$ cat src/rtl/pm5_unit.sv
module pm5_unit (
  input  logic [3:0] n_i,
  input  logic       k_i,
  output logic [3:0] m_o,
  output logic       agree_o
);

  localparam int W = 4;
  localparam int CODES = 2 ** (W + 1);
  localparam logic [W-1:0] ADD_CONST = 4'b0101;
  localparam logic [W-1:0] SUB_CONST = 4'b1011;
  localparam logic [CODES-1:0] TOP_SET = 32'hE000_07F8;
  localparam logic [CODES-1:0] B1_SET  = 32'h9980_0666;
  localparam logic [3:0] LSB_DRV = 4'b0101;

  logic [W-1:0] opb;
  logic [W:0]   cy;
  logic [W-1:0] sum;

  genvar gi;
  generate
    for (gi = 0; gi < W; gi++) begin : g_sel
      assign opb[gi] = k_i ? SUB_CONST[gi] : ADD_CONST[gi];
    end
  endgenerate

  assign cy[0] = 1'b0;
  generate
    for (gi = 0; gi < W; gi++) begin : g_add
      assign sum[gi]  = n_i[gi] ^ opb[gi] ^ cy[gi];
      assign cy[gi+1] = (n_i[gi] & opb[gi]) | (cy[gi] & (n_i[gi] ^ opb[gi]));
    end
  endgenerate

  assign m_o = sum;

  logic [3:0]       grp_en;
  logic [CODES-1:0] mint;
  generate
    for (gi = 0; gi < 4; gi++) begin : g_grp
      assign grp_en[gi] = ({k_i, n_i[3]} == gi[1:0]);
      for (genvar gj = 0; gj < 8; gj++) begin : g_line
        assign mint[gi*8+gj] = grp_en[gi] & (n_i[2:0] == gj[2:0]);
      end
    end
  endgenerate
  logic alt3;
  assign alt3 = |(mint & TOP_SET);

  logic [3:0] d2;
  assign d2[0] = ~(n_i[2] ^ k_i);
  assign d2[1] = ~n_i[2];
  assign d2[2] = ~n_i[2];
  assign d2[3] = n_i[2] ^ k_i;
  logic alt2;
  assign alt2 = d2[n_i[1:0]];

  logic [3:0]       rt0;
  logic [7:0]       rt1;
  logic [CODES-1:0] rt2;
  generate
    for (gi = 0; gi < 4; gi++) begin : g_rt0
      assign rt0[gi] = ({1'b0, k_i} == gi[1:0]);
    end
    for (gi = 0; gi < 2; gi++) begin : g_rt1
      for (genvar gj = 0; gj < 4; gj++) begin : g_o
        assign rt1[gi*4+gj] = rt0[gi] & (n_i[3:2] == gj[1:0]);
      end
    end
    for (gi = 0; gi < 8; gi++) begin : g_rt2
      for (genvar gj = 0; gj < 4; gj++) begin : g_o
        assign rt2[gi*4+gj] = rt1[gi] & (n_i[1:0] == gj[1:0]);
      end
    end
  endgenerate
  logic alt1;
  assign alt1 = |(rt2 & B1_SET);

  logic [3:0] drv_en;
  generate
    for (gi = 0; gi < 4; gi++) begin : g_drv
      assign drv_en[gi] = (n_i[1:0] == gi[1:0]);
    end
  endgenerate
  logic alt0;
  assign alt0 = |(drv_en & LSB_DRV);

  assign agree_o = (sum == {alt3, alt2, alt1, alt0});

endmodule


$ cat config.mk
export PLATFORM = sky130hd
export DESIGN_NAME = pm5_unit
export DESIGN_NICKNAME = d
export VERILOG_FILES = /design/src/rtl/pm5_unit.sv
export SDC_FILE = /design/constraint.sdc
export NUM_CORES = 1
export LEC_CHECK = 0
export BUFFER_PORTS_ARGS = -buffer_cell sky130_fd_sc_hd__clkbuf_2
export CELL_PAD_IN_SITES_DETAIL_PLACEMENT = 1
export CELL_PAD_IN_SITES_GLOBAL_PLACEMENT = 1
export CORE_AREA = 2 2 39 41
export DETAILED_ROUTE_END_ITERATION = 10
export DIE_AREA = 0 0 41 43
export GPL_TIMING_DRIVEN = 0
export PLACE_DENSITY_LB_ADDON = 0.1
export SYNTH_ARGS = -nofsm -noshare
export SYNTH_HDL_FRONTEND = slang
export SYNTH_SLANG_ARGS = --single-unit
$ cat constraint.sdc
create_clock -name vclk -period 5.4
set_clock_uncertainty 0.2 [all_clocks]
set_input_delay 1.62 -clock vclk [all_inputs]
set_output_delay 1.62 -clock vclk [all_outputs]
set_load 0.02 [all_outputs]
==> flow_summary.toml <==
[worst_setup_path]
cp-end-kind = "primary output"
crit_fanout = 7
crit_type = "input port to primary output"
worst_setup_path_start_kind = "input port"
crit_required_ns = 3.58
slowest_delay_ns = 0.52
path_delay_family = "adder cells"
slowest_stage = "fa_1"
path_cells = "clkbuf_2, fa_2, fa_1, or3b_1, a221oi_2, buf_4"
cp.arrival_ns = 3.46
path_buf_inv = 2

[floorplanning]
coreArea_sq_mm = 0.00138
start_util = 0.242
rows = 14
die_w_microns = 41
io_pins = 10
floorplan.die_area_sq_mm = 0.00176
fp.dieH_microns = 43

[detailed_routing]
drt_wl_total_microns = 823
wl_per_cell_microns = 12.7
viasPerCell = 4.91
detail-route-antenna-nets = 0
dr.pass1.iters = 2
drt_iter0_drc = 1
route.detailed.drc = 0
vias = 319

[final_layout]
clockBufferCount = 0
antenna_cells = 0
drive_above_1_share = 0.388
n_sequential_cell = 0
final_cell_mix = "clkbuf_2 (9), inv_1 (4), ha_1 (4)"
seq_area_sq_um = 0
layout_commonest_cell = "clkbuf_2"
area_growth_pct = 24.6
nNetsFinal = 62

[min_path]
hold_path.startpoint = "n_i[0]"
hold_path_class = "input port to primary output"
min_delay_path_depth = 4
hold_end = "m_o[0]"

[yosys]
synth_top_area_frac = 0.149
synth_top_area_cell = "ha_1"
netlist_top_cells_area = "ha_1 (15%), fa_1 (12%), buf_6 (6.7%)"
syn-num-nets = 50
yosysWarnings = 0
ys_types = 26
syn_area_per_cell_sq_um = 8.60
netlist_area_sq_um = 335
synth-seq-area-share = 0
syn_inst = 39

[power_and_ir_drop]
seqPwrFrac = 0
clkPwrFrac = 0
swShare = 0.580
ir_worst_vdd_v = 0.0000315
pwr-share-comb = 1.000
p_leak_nw = 0.191
netSwitchingPower_mw = 0.0301
p_int_mw = 0.0218
cellPowerDensity_mw_per_mm2 = 124

[clock_network]
cts_setup_buffers = 0

[place]
place_congestion = 0.645
numPortBuffers = 10
pre_cts_ws_ns = 0.0333
hpwl_microns = 692

[timing]
slew_headroom = 0.793
fin_crit_ns = 5.28
fin_crit_sh = 0.978
worstMarginPinSlew_ns = 0.308
rsz0062_at_grt = "no"
drv_slew = 0
finalHoldViolCount = 0
setup_ws_ns = 0.119
tns_ns = 0
fmax_mhz = 189
setup_violations = 0

[run_status]
status = "finished clean"

[global_route]
antenna_found_initial = 0
grt_pass1_wl_microns = 1550
grt_max_degree = 11
grtUsageTotal = 0.117
overflow = 0
grt_pass1_vias = 350

[run]
drv_cap = 0
[stage by stage]
step	utilization	hold WS, ns	area, sq um	total power [mW]	instances
after floorplan	-	3.23	335	0.0361	39
after global placement	0.293	3.48	405	0.0485	65
final	0.302	3.48	418	0.0518	65
after CTS	0.293	3.49	405	0.0504	65
after global routing	0.302	3.53	418	0.0579	65
after detailed placement	0.293	3.49	405	0.0500	65
[cell families after synthesis]
kind of cell,synth area share
fa+ha+maj,0.269
buf+inv,0.112
compound gates,0.317
simple gates,0.250
xor+xnor,0.0522
[power by group through the flow]
stage          Sequential (mW)  Clock, mW  Combinational, mW
2_1_floorplan                0          0             0.0361
3_3_place_gp                 0          0             0.0485
3_5_place_dp                 0          0             0.0500
4_1_cts                      0          0             0.0504
5_1_grt                      0          0             0.0579
6_report                     0          0             0.0518
[synthesized netlist by cell type]
cell and number:
a211o_1 1, a211oi_1 1, a21o_1 1, a21oi_1 1
a21oi_2 1, a221oi_2 1, and3b_4 1, buf_6 2
fa_1 2, ha_1 4, inv_1 4, nand2_1 1
nand2b_1 1, nand3_1 1, nand4_1 2, nor2_1 3
nor2b_2 1, nor3b_1 1, o211ai_1 1, o21ai_0 1
o21ai_1 1, o21bai_1 2, o31ai_4 1, or3b_1 1
or4_1 1, xor2_1 2
[timing repair]
| action | in CTS | in global routing |
|---|---|---|
| hold buffers | 0 | 0 |
| endpoints found under the setup margin | 0 | 1 |
| resized for setup | 0 | 4 |
[cell type report]
class | count | area [sq um]
multi-input combinational | 33 | 308
fill | 181 | 966
timing repair buffer | 10 | 52.6
inverter | 4 | 15.0
tap | 16 | 20.0
buffer | 2 | 22.5
[worst max-delay path by stage]
| stage | endpoint | cells past startpoint | start |
|---|---|---|---|
| 3_5_place_dp | agree_o | 6 | n_i[1] |
| 5_1_grt | agree_o | 6 | n_i[1] |
| 6_report | agree_o | 6 | n_i[1] |
| 3_3_place_gp | agree_o | 6 | n_i[1] |
| 4_1_cts | agree_o | 6 | n_i[1] |
| 2_1_floorplan | agree_o | 5 | n_i[0] |
[layer usage]
layer,track usage,vias up,share of wire
li1,-,160,-
met1,0.160,154,0.44
met2,0.209,5,0.53
met3,0,0,0.026
met4,0,0,0
met5,0,-,0
(Power assumes the default switching activity.)
